--- config.mk ---
export PLATFORM = sky130hd
export DESIGN_NAME = rx_status_tally
export DESIGN_NICKNAME = d
export VERILOG_FILES = /design/src/rtl/rx_stat_pkg.sv /design/src/rtl/rx_tally_ctr.sv /design/src/rtl/rx_stat_core.sv /design/src/rtl/rx_status_tally.sv
export SDC_FILE = /design/constraint.sdc
export NUM_CORES = 1
export LEC_CHECK = 0
export BUFFER_PORTS_ARGS = -buffer_cell sky130_fd_sc_hd__buf_2
export CAP_MARGIN = 5
export CORE_ASPECT_RATIO = 0.75
export CORE_MARGIN = 2
export CORE_UTILIZATION = 50
export CTS_CLUSTER_SIZE = 28
export DETAILED_ROUTE_END_ITERATION = 8
export GPL_ROUTABILITY_DRIVEN = 0
export PLACE_DENSITY = 0.71
export SYNTH_ARGS = -nofsm -noshare
export SYNTH_HDL_FRONTEND = slang
export SYNTH_HIERARCHICAL = 1
export SYNTH_SLANG_ARGS = --single-unit
--- constraint.sdc ---
create_clock -name clk -period 2.8 [get_ports clk]
set_input_delay 0.14 -clock clk [delete_from_list [all_inputs] [get_ports clk]]
set_output_delay 0.14 -clock clk [all_outputs]
set_load 0.02 [all_outputs]
--- src/rtl/rx_stat_pkg.sv ---
package rx_stat_pkg;
   localparam int STAT_W    = 8;
   localparam int NUM_TALLY = 3;
   localparam int T_ALIGN   = 0;
   localparam int T_CRC     = 1;
   localparam int T_MISS    = 2;

   typedef struct packed {
      logic defer;
      logic rx_off;
      logic mcast;
      logic missed;
      logic overrun;
      logic align_err;
      logic crc_err;
      logic intact;
   } rx_stat_t;
endpackage

--- src/rtl/rx_tally_ctr.sv ---
module rx_tally_ctr #(
   parameter int W        = 8,
   parameter bit SATURATE = 1'b1
) (
   input  logic         clk,
   input  logic         rst_n,
   input  logic         inc,
   input  logic         clr,
   output logic [W-1:0] cnt
);
   localparam logic [W-1:0] CNT_MAX = '1;
   localparam logic [W-1:0] CNT_ONE = W'(1);

   logic [W-1:0] cnt_nxt;

   generate
      if (W < 2) begin : g_bad_width
         $error("rx_tally_ctr: W must be at least 2");
      end
      if (SATURATE) begin : g_sat
         assign cnt_nxt = (cnt == CNT_MAX) ? cnt : cnt + CNT_ONE;
      end else begin : g_wrap
         assign cnt_nxt = cnt + CNT_ONE;
      end
   endgenerate

   always_ff @(posedge clk) begin
      if (!rst_n)   cnt <= '0;
      else if (clr) cnt <= inc ? CNT_ONE : '0;
      else if (inc) cnt <= cnt_nxt;
   end

   // read-clear keeps a coincident event
   assert_read_clear_R11: assert property (@(posedge clk) disable iff (!rst_n)
      clr |=> (cnt == (W'($past(inc)))));

   generate
      if (SATURATE) begin : g_sat_chk
         // all-ones value holds under further events
         assert_sat_hold_R10: assert property (@(posedge clk) disable iff (!rst_n)
            (cnt == CNT_MAX && !clr) |=> (cnt == CNT_MAX));
      end
   endgenerate
endmodule

--- src/rtl/rx_stat_core.sv ---
module rx_stat_core
   import rx_stat_pkg::*;
(
   input  logic                 clk,
   input  logic                 rst_n,
   input  logic                 pkt_start,
   input  logic                 pkt_end,
   input  logic                 crc_bad,
   input  logic                 misaligned,
   input  logic                 fifo_ovf,
   input  logic                 buf_avail,
   input  logic                 mcast_hit,
   input  logic                 save_err_mode,
   input  logic                 monitor_mode,
   input  logic                 carrier_sense,
   input  logic                 collision,
   input  logic                 jabber,
   output rx_stat_t             stat,
   output logic [NUM_TALLY-1:0] tally_inc,
   output logic                 wb_valid,
   output logic [STAT_W-1:0]    wb_data
);
   logic     in_pkt;
   logic     fin;
   logic     abort;
   logic     keep;
   rx_stat_t nxt;

   assign fin   = in_pkt & (pkt_end | fifo_ovf);
   assign abort = in_pkt & fifo_ovf;

   always_comb begin
      nxt           = stat;
      nxt.crc_err   = ~abort & crc_bad;
      nxt.align_err = ~abort & crc_bad & misaligned;
      nxt.overrun   = abort;
      nxt.missed    = ~abort & (~buf_avail | monitor_mode);
      nxt.mcast     = mcast_hit;
      nxt.intact    = ~(nxt.crc_err | nxt.align_err | nxt.overrun | nxt.missed);
   end

   assign keep = nxt.intact | (save_err_mode & ~nxt.missed);

   assign tally_inc[T_ALIGN] = fin & nxt.align_err;
   assign tally_inc[T_CRC]   = fin & nxt.crc_err;
   assign tally_inc[T_MISS]  = fin & nxt.missed;

   always_ff @(posedge clk) begin
      if (!rst_n) begin
         stat     <= '0;
         in_pkt   <= 1'b0;
         wb_valid <= 1'b0;
         wb_data  <= '0;
      end else begin
         stat.rx_off <= monitor_mode;
         stat.defer  <= carrier_sense | collision | jabber;
         wb_valid    <= 1'b0;
         if (fin) begin
            stat.intact    <= nxt.intact;
            stat.crc_err   <= nxt.crc_err;
            stat.align_err <= nxt.align_err;
            stat.overrun   <= nxt.overrun;
            stat.missed    <= nxt.missed;
            stat.mcast     <= nxt.mcast;
            in_pkt         <= 1'b0;
            wb_valid       <= keep;
            wb_data        <= nxt;
         end else if (pkt_start) begin
            stat.intact    <= 1'b0;
            stat.crc_err   <= 1'b0;
            stat.align_err <= 1'b0;
            stat.overrun   <= 1'b0;
            stat.missed    <= 1'b0;
            stat.mcast     <= 1'b0;
            in_pkt         <= 1'b1;
         end
      end
   end

   assert_align_needs_crc_R2: assert property (@(posedge clk) disable iff (!rst_n)
      stat.align_err |-> stat.crc_err);

   assert_intact_clean_R1: assert property (@(posedge clk) disable iff (!rst_n)
      stat.intact |-> !(stat.crc_err | stat.align_err | stat.overrun | stat.missed));

   assert_wb_one_cycle_R7: assert property (@(posedge clk) disable iff (!rst_n)
      wb_valid |=> !wb_valid);

   assert_rx_off_tracks_R8: assert property (@(posedge clk) disable iff (!rst_n)
      pkt_start |=> (stat.rx_off == $past(monitor_mode)));

   assert_start_clears_R6: assert property (@(posedge clk) disable iff (!rst_n)
      (pkt_start && !in_pkt) |=> (stat[5:0] == 6'd0));
endmodule

--- src/rtl/rx_status_tally.sv ---
module rx_status_tally
   import rx_stat_pkg::*;
#(
   parameter int CNT_W    = 8,
   parameter bit SATURATE = 1'b1
) (
   input  logic                                 clk,
   input  logic                                 rst_n,
   input  logic                                 pkt_start,
   input  logic                                 pkt_end,
   input  logic                                 crc_bad,
   input  logic                                 misaligned,
   input  logic                                 fifo_ovf,
   input  logic                                 buf_avail,
   input  logic                                 mcast_hit,
   input  logic                                 save_err_mode,
   input  logic                                 monitor_mode,
   input  logic                                 carrier_sense,
   input  logic                                 collision,
   input  logic                                 jabber,
   input  logic                                 rd_en,
   input  logic [1:0]                           rd_sel,
   output logic [((CNT_W > 8) ? CNT_W : 8)-1:0] rd_data,
   output logic                                 wb_valid,
   output logic [7:0]                           wb_data
);
   localparam int RD_W = (CNT_W > 8) ? CNT_W : 8;

   rx_stat_t             stat;
   logic [NUM_TALLY-1:0] tally_inc;
   logic [NUM_TALLY-1:0] tally_clr;
   logic [CNT_W-1:0]     tally [NUM_TALLY];

   rx_stat_core u_core (
      .clk           (clk),
      .rst_n         (rst_n),
      .pkt_start     (pkt_start),
      .pkt_end       (pkt_end),
      .crc_bad       (crc_bad),
      .misaligned    (misaligned),
      .fifo_ovf      (fifo_ovf),
      .buf_avail     (buf_avail),
      .mcast_hit     (mcast_hit),
      .save_err_mode (save_err_mode),
      .monitor_mode  (monitor_mode),
      .carrier_sense (carrier_sense),
      .collision     (collision),
      .jabber        (jabber),
      .stat          (stat),
      .tally_inc     (tally_inc),
      .wb_valid      (wb_valid),
      .wb_data       (wb_data)
   );

   generate
      for (genvar i = 0; i < NUM_TALLY; i++) begin : g_tally
         assign tally_clr[i] = rd_en && (rd_sel == 2'(i));
         rx_tally_ctr #(.W(CNT_W), .SATURATE(SATURATE)) u_ctr (
            .clk   (clk),
            .rst_n (rst_n),
            .inc   (tally_inc[i]),
            .clr   (tally_clr[i]),
            .cnt   (tally[i])
         );
      end
   endgenerate

   always_comb begin
      case (rd_sel)
         2'd0:    rd_data = RD_W'(tally[T_ALIGN]);
         2'd1:    rd_data = RD_W'(tally[T_CRC]);
         2'd2:    rd_data = RD_W'(tally[T_MISS]);
         default: rd_data = RD_W'(stat);
      endcase
   end

   // an alignment error always advances the CRC tally as well
   assert_align_also_crc_R9: assert property (@(posedge clk) disable iff (!rst_n)
      tally_inc[T_ALIGN] |-> tally_inc[T_CRC]);
endmodule

-- Word level (Yosys, flattened, before mapping)
Index checks and enable logic that the tools add are counted.
- register bits: 42
- bits in latches: 0
- RAM bits: 0
- ROM bits: 0
- input bits: 17
- output and inout port bits: 17
- logic and storage cells: 75
- memories: 0
- $add $sub $neg: 3
- multiply operators: 0
- divide/modulo/power cells: 0
- order comparisons: 0
- equality and inequality tests: 8
- shifts and indexed selects: 0
- mux-type cells: 15
- bitwise gates (word level): 22
- reduce and logical (&&, ||, !) cells: 13
- operator list (cell ; number):
    2-to-1 mux 8 bit ; 9
    adder 8 x 1 -> 8 bit (second input constant) ; 3
    == test 8 bit (second input constant) ; 3
    case mux 8 bit (3 select lines) ; 1
    2-to-1 mux 6 bit ; 2
    AND 1 bit ; 9
    OR 1 bit ; 8
    AND reduction 2 bit ; 4
    nonzero test 2 bit ; 4
    inequality test 2 x 1 -> 1 bit (second input constant) ; 3
    inverter 1 bit ; 5
    logical AND 1 bit ; 3
    2-to-1 mux 1 bit ; 3
    == test 2 x 1 -> 1 bit (second input constant) ; 1
    == test 2 bit (second input constant) ; 1
    zero test 2 bit ; 1
    OR reduction 2 bit ; 1

-- Longest topological paths before layout
- depth after elaboration: 9
- depth in mapped cells: 7

-- Modules after synthesis
Netlist, hierarchy kept.
- modules (own cells, without submodules) (module ; instances ; cells each ; area each (um^2) ; sequential area each (um^2)):
    rx_tally_ctr ; 3 ; 51 ; 495.5 ; 160.2
    rx_stat_core ; 1 ; 74 ; 715.7 ; 360.3
    rx_status_tally ; 1 ; 13 ; 227.7 ; 0.0

-- Least setup slack after synthesis
OpenSTA, ideal clock, no wires.
- kind: register to register
- start point: register u_core.in_pkt
- end point: register g_tally[0].u_ctr.cnt[6]
- setup time: 0.078 ns
- data arrival time: 1.507 ns
- path slack: 1.216 ns
- stages on the path, launching flop included: 8
- clock period less this slack: 1.584 ns
- path through: dfxtp_1 > buf_4 > and4b_1 > buf_6 > and2_1 > and4_1 > and4_1 > nor3_1
- word-level cells in the longest chain between the ends: 7
- elaborated cells between the ends (all ways): 8
- ends and longest elaborated chain (element ; line ; RTL):
    start, declared ; rx_stat_core.sv:23 ; logic in_pkt;
    start signal, assigned ; rx_stat_core.sv:51 ; in_pkt <= 1'b0;
    start signal, assigned ; rx_stat_core.sv:65 ; in_pkt <= 1'b0;
    start signal, assigned ; rx_stat_core.sv:75 ; in_pkt <= 1'b1;
    AND 1 bit ; rx_stat_core.sv:30 ; assign abort = in_pkt & fifo_ovf;
    inverter 1 bit ; rx_stat_core.sv:35 ; nxt.align_err = ~abort & crc_bad & misaligned;
    AND 1 bit (2 in series) ; rx_stat_core.sv:35 ;
    AND 1 bit (*) ; rx_stat_core.sv:44 ; assign tally_inc[T_ALIGN] = fin & nxt.align_err;
    named net tally_inc[0] ; rx_status_tally.sv:30 ; logic [NUM_TALLY-1:0] tally_inc;
    nonzero test 2 bit (no source line) (*) ; -- ;
    AND reduction 2 bit (no source line) (*) ; -- ;
    end signal, assigned ; rx_tally_ctr.sv:29 ; else if (clr) cnt <= inc ? CNT_ONE : '0;
    end signal, assigned ; rx_tally_ctr.sv:30 ; else if (inc) cnt <= cnt_nxt;
    end, declared ; rx_tally_ctr.sv:9 ; output logic [W-1:0] cnt
The timed path passes the listed nets; every way through them passes the cells marked *.
A chain may end at the register's enable or synchronous reset.

-- Worst setup path after layout
- start point: register u_core.in_pkt
- end point: register g_tally[0].u_ctr.cnt[5]
The elaborated chain is that of the path after synthesis.

==> results_dict.tcl <==
set metrics [dict create \
    grt_setup_unrepaired "no" \
    dpl-instance-area_um2 2550 \
    hold_class "input pin to register" \
    timing.rr.start "u_core/in_pkt" \
    fin_skew_ns 0.00585 \
    syn_area_per_cell_um2 10.1 \
    viasPerCell 6.18 \
    cp_max_fo 12 \
    cts_resized 0 \
    cp-start-kind "register" \
    startpoint "u_core/in_pkt" \
    crit_type "register to register" \
    num_antenna_cells 0 \
    clockBufferDepth 2 \
    yosysSeqAreaShare_pct 34.6 \
    reg2reg_slack_ns 0.79 \
    cellPowerDensity_nw_per_um2 448 \
    start_util_pct 53.1 \
    wire_per_inst_um 16.6 \
    finalMaxSlewViolations 0 \
    yosysUniqueCellTypes 45 \
    path_cells "and4b_1 > and2_1 > and3_4 > a41oi_1 > a211oi_2" \
    nFillCells 414 \
    min_period_ns 2.01 \
    hold_slack_ns 0.0420 \
    postSynthCellCount 240 \
    synthDominantCellAreaShare_pct 34.6 \
    post-cts-setup-buffers 0 \
    grt_first_pass_wirelength_um 9220 \
    track_usage_pct 21.4 \
    max_freq_mhz 498 \
    cts_hold_buffers 0 \
    slew-limit-headroom_pct 67.6 \
    slowest_stage "and4b_1" \
    rr_endpoint "g_tally[0].u_ctr/cnt[5]" \
    drc 0 \
    cts_tree "done" \
    leakage_uw 0.000956 \
    syn-num-nets 260 \
    fin_ws_ns 0.791 \
    cp_data_arrival_time_ns 2.23 \
    die_h_um 64.4 \
    cp-end-kind "register" \
    hpwlAfterDp_um 3890 \
    maxCapViolCount 0 \
    clk-insertion-delay-late_ns 0.30 \
    wl_um 5410 \
    stdcell_area_um2 2660 \
    reg2reg_depth 5 \
    grt_max_degree 32 \
    multi_input_area_um2 1450 \
    period_share_pct 71.7 \
    cts_made_buffers 5 \
    netlist_area_um2 2430 \
    core_area_um2 4570 \
    finalSetupTns_ns 0 \
    instances_no_fill 325 \
    path_clk_slew_ns 0.08 \
    dpl.cell_count 317 \
    synth_area_leaders "dfxtp_1 (35%), mux4_2 (6.5%), nand2_1 (4.0%)" \
    io_buffers 33 \
    die_area_um2 5440 \
    cts-root-buf "clkbuf_8" \
    grt.overflow.total 0 \
    ys_ff_latch 42 \
    antenna_found_initial 0 \
    firstDrtPassIters 4 \
    ir_worst_vdd_uv 390 \
    cp.required_ns 3.02 \
    io_pins 34 \
    status "finished, final reports clean" \
    antenna_left 0 \
    cts.sinks 42 \
    ys_warn_count 6 \
    die_w_um 84.5 \
    nNetsFinal 287 \
    finalHoldViolCount 0 \
    worst_pin_slew_ns 0.486 \
    setup_violations 0 \
    critPathCapture "g_tally[0].u_ctr/cnt[5]" \
    register_area_um2 841 \
    critical-path-max-stage-delay_ns 0.52 \
    grt_pass1_vias 1793 \
    h-tree-depth 2 \
    dp_slack_ns 0.861 \
    first_iter_violations 97 \
    rows 21 \
    vias 2008 \
    area_delta_synth_final_pct 9.32 \
    yosys.area.top_type "dfxtp_1" \
    drive_above_1_share_pct 28.7 \
]
flip-flops by register name, indices dropped and copies added, names as in the netlist:
signal,cells
g_tally.u_ctr/cnt,24
u_core/in_pkt,1
u_core/stat,8
u_core/wb_data,8
u_core/wb_valid,1
critical path, delay by kind of cell, from the launching register on:
kind / cells / cell delay, ns
compound gates: 2 / 0.34
flops: 1 / 0.47
simple gates: 3 / 1.12
layout by cell type, fill, tap and decap left out, types with 2 or more instances in the layout:
cell type | netlist | layout
nor4b_2 | 3 | 3
clkbuf_8 | 0 | 5
mux4_2 | 7 | 7
nand4b_1 | 7 | 7
o21ai_0 | 7 | 7
a211oi_1 | 6 | 6
nand3b_1 | 3 | 3
and2_1 | 4 | 4
a21boi_1 | 4 | 4
a31oi_1 | 6 | 6
and3_4 | 6 | 6
o21a_1 | 5 | 5
o2111ai_1 | 3 | 3
nor2b_1 | 8 | 8
mux2i_1 | 3 | 3
nor2_1 | 4 | 4
nor3_1 | 3 | 3
dfxtp_1 | 42 | 42
and3b_2 | 2 | 2
a21oi_1 | 8 | 8
o31ai_1 | 3 | 3
a211oi_2 | 6 | 6
a41oi_1 | 3 | 3
a41oi_2 | 3 | 3
and4_4 | 3 | 3
nand3_1 | 8 | 8
nand2_1 | 26 | 26
and4_1 | 6 | 6
nand2b_1 | 6 | 6
and3_1 | 3 | 3
buf_2 | 3 | 33
ha_1 | 3 | 3
a21boi_0 | 2 | 2
nand4_1 | 6 | 6
a21boi_2 | 3 | 3
nor3b_1 | 4 | 4
inv_1 | 3 | 3
routing by layer:
layer	up-vias	share of wire, %	track usage, %
met5	-	0	0
met4	0	1.6	6.55
met3	8	4.7	4.78
met2	53	42	30.1
met1	958	51	32.4
li1	989	-	-
cell families (layout without fill, tap and decap cells):
group	count (synthesis)	in the layout	synth area share, %
buf+inv	17	45	5.72
mux	11	11	8.81
fa+ha+maj	3	3	1.54
simple gates	104	104	28.5
compound gates	63	63	20.9
flops	42	42	34.6
worst min-delay path by stage:
stage,from,endpoint,slack [ns],cells past startpoint
6_report,jabber,u_core/stat[7],0.04,2
5_1_grt,jabber,u_core/stat[7],0.05,2
4_1_cts,jabber,u_core/stat[7],0.03,2
3_5_place_dp,jabber,u_core/stat[7],0.35,2
3_3_place_gp,jabber,u_core/stat[7],0.35,2
2_1_floorplan,fifo_ovf,u_core/wb_valid,0.26,2
final cells by class:
class	count	area share [%]
sequential	42	31.7
clock buffer	6	2.73
inverter	3	0.424
multi-input combinational	181	54.6
clock inverter	2	1.41
timing repair buffer	34	6.50
tap	57	2.68
metrics by stage:
step | util [%] | total power [µW]
after floorplan | - | 692
after global placement | 55.7 | 721
after detailed placement | 55.7 | 722
after CTS | 58.1 | 1200
after global routing | 58.1 | 1240
final | 58.1 | 1190
Yosys cell counts:
| master | instances |
|---|---|
| nand4b_1 | 7 |
| nor3b_1 | 4 |
| nand2b_1 | 6 |
| and3b_2 | 2 |
| nor2_1 | 4 |
| o21a_1 | 5 |
| a21boi_0 | 2 |
| o31ai_1 | 3 |
| a211oi_1 | 6 |
| a21boi_1 | 4 |
| nor4b_2 | 3 |
| o211ai_1 | 1 |
| a41oi_1 | 3 |
| nor3b_2 | 1 |
| o21ai_0 | 7 |
| o31a_1 | 1 |
| a211oi_2 | 6 |
| o21a_2 | 1 |
| mux4_1 | 1 |
| nand4_1 | 6 |
| and4_4 | 3 |
| mux4_2 | 7 |
| ha_1 | 3 |
| o2111ai_1 | 3 |
| nor2b_1 | 8 |
| a21oi_1 | 8 |
| a41oi_2 | 3 |
| and3_4 | 6 |
| nand3b_1 | 3 |
| a31oi_1 | 6 |
| and4b_1 | 1 |
| nand2_1 | 26 |
| and2_1 | 4 |
| inv_1 | 3 |
| nor3_1 | 3 |
| buf_4 | 3 |
| dfxtp_1 | 42 |
| buf_2 | 3 |
| mux2i_1 | 3 |
| o21ai_2 | 1 |
| a21boi_2 | 3 |
| and3_1 | 3 |
| and4_1 | 6 |
| nand3_1 | 8 |
| buf_6 | 8 |
where the power goes:
group	total (µW)	internal [µW]	switching (µW)
registers	616	607	8.96
logic	91.8	37.0	54.8
clock network	483	266	217
total	1190	910	281
Power figures use the tool's default switching activity.
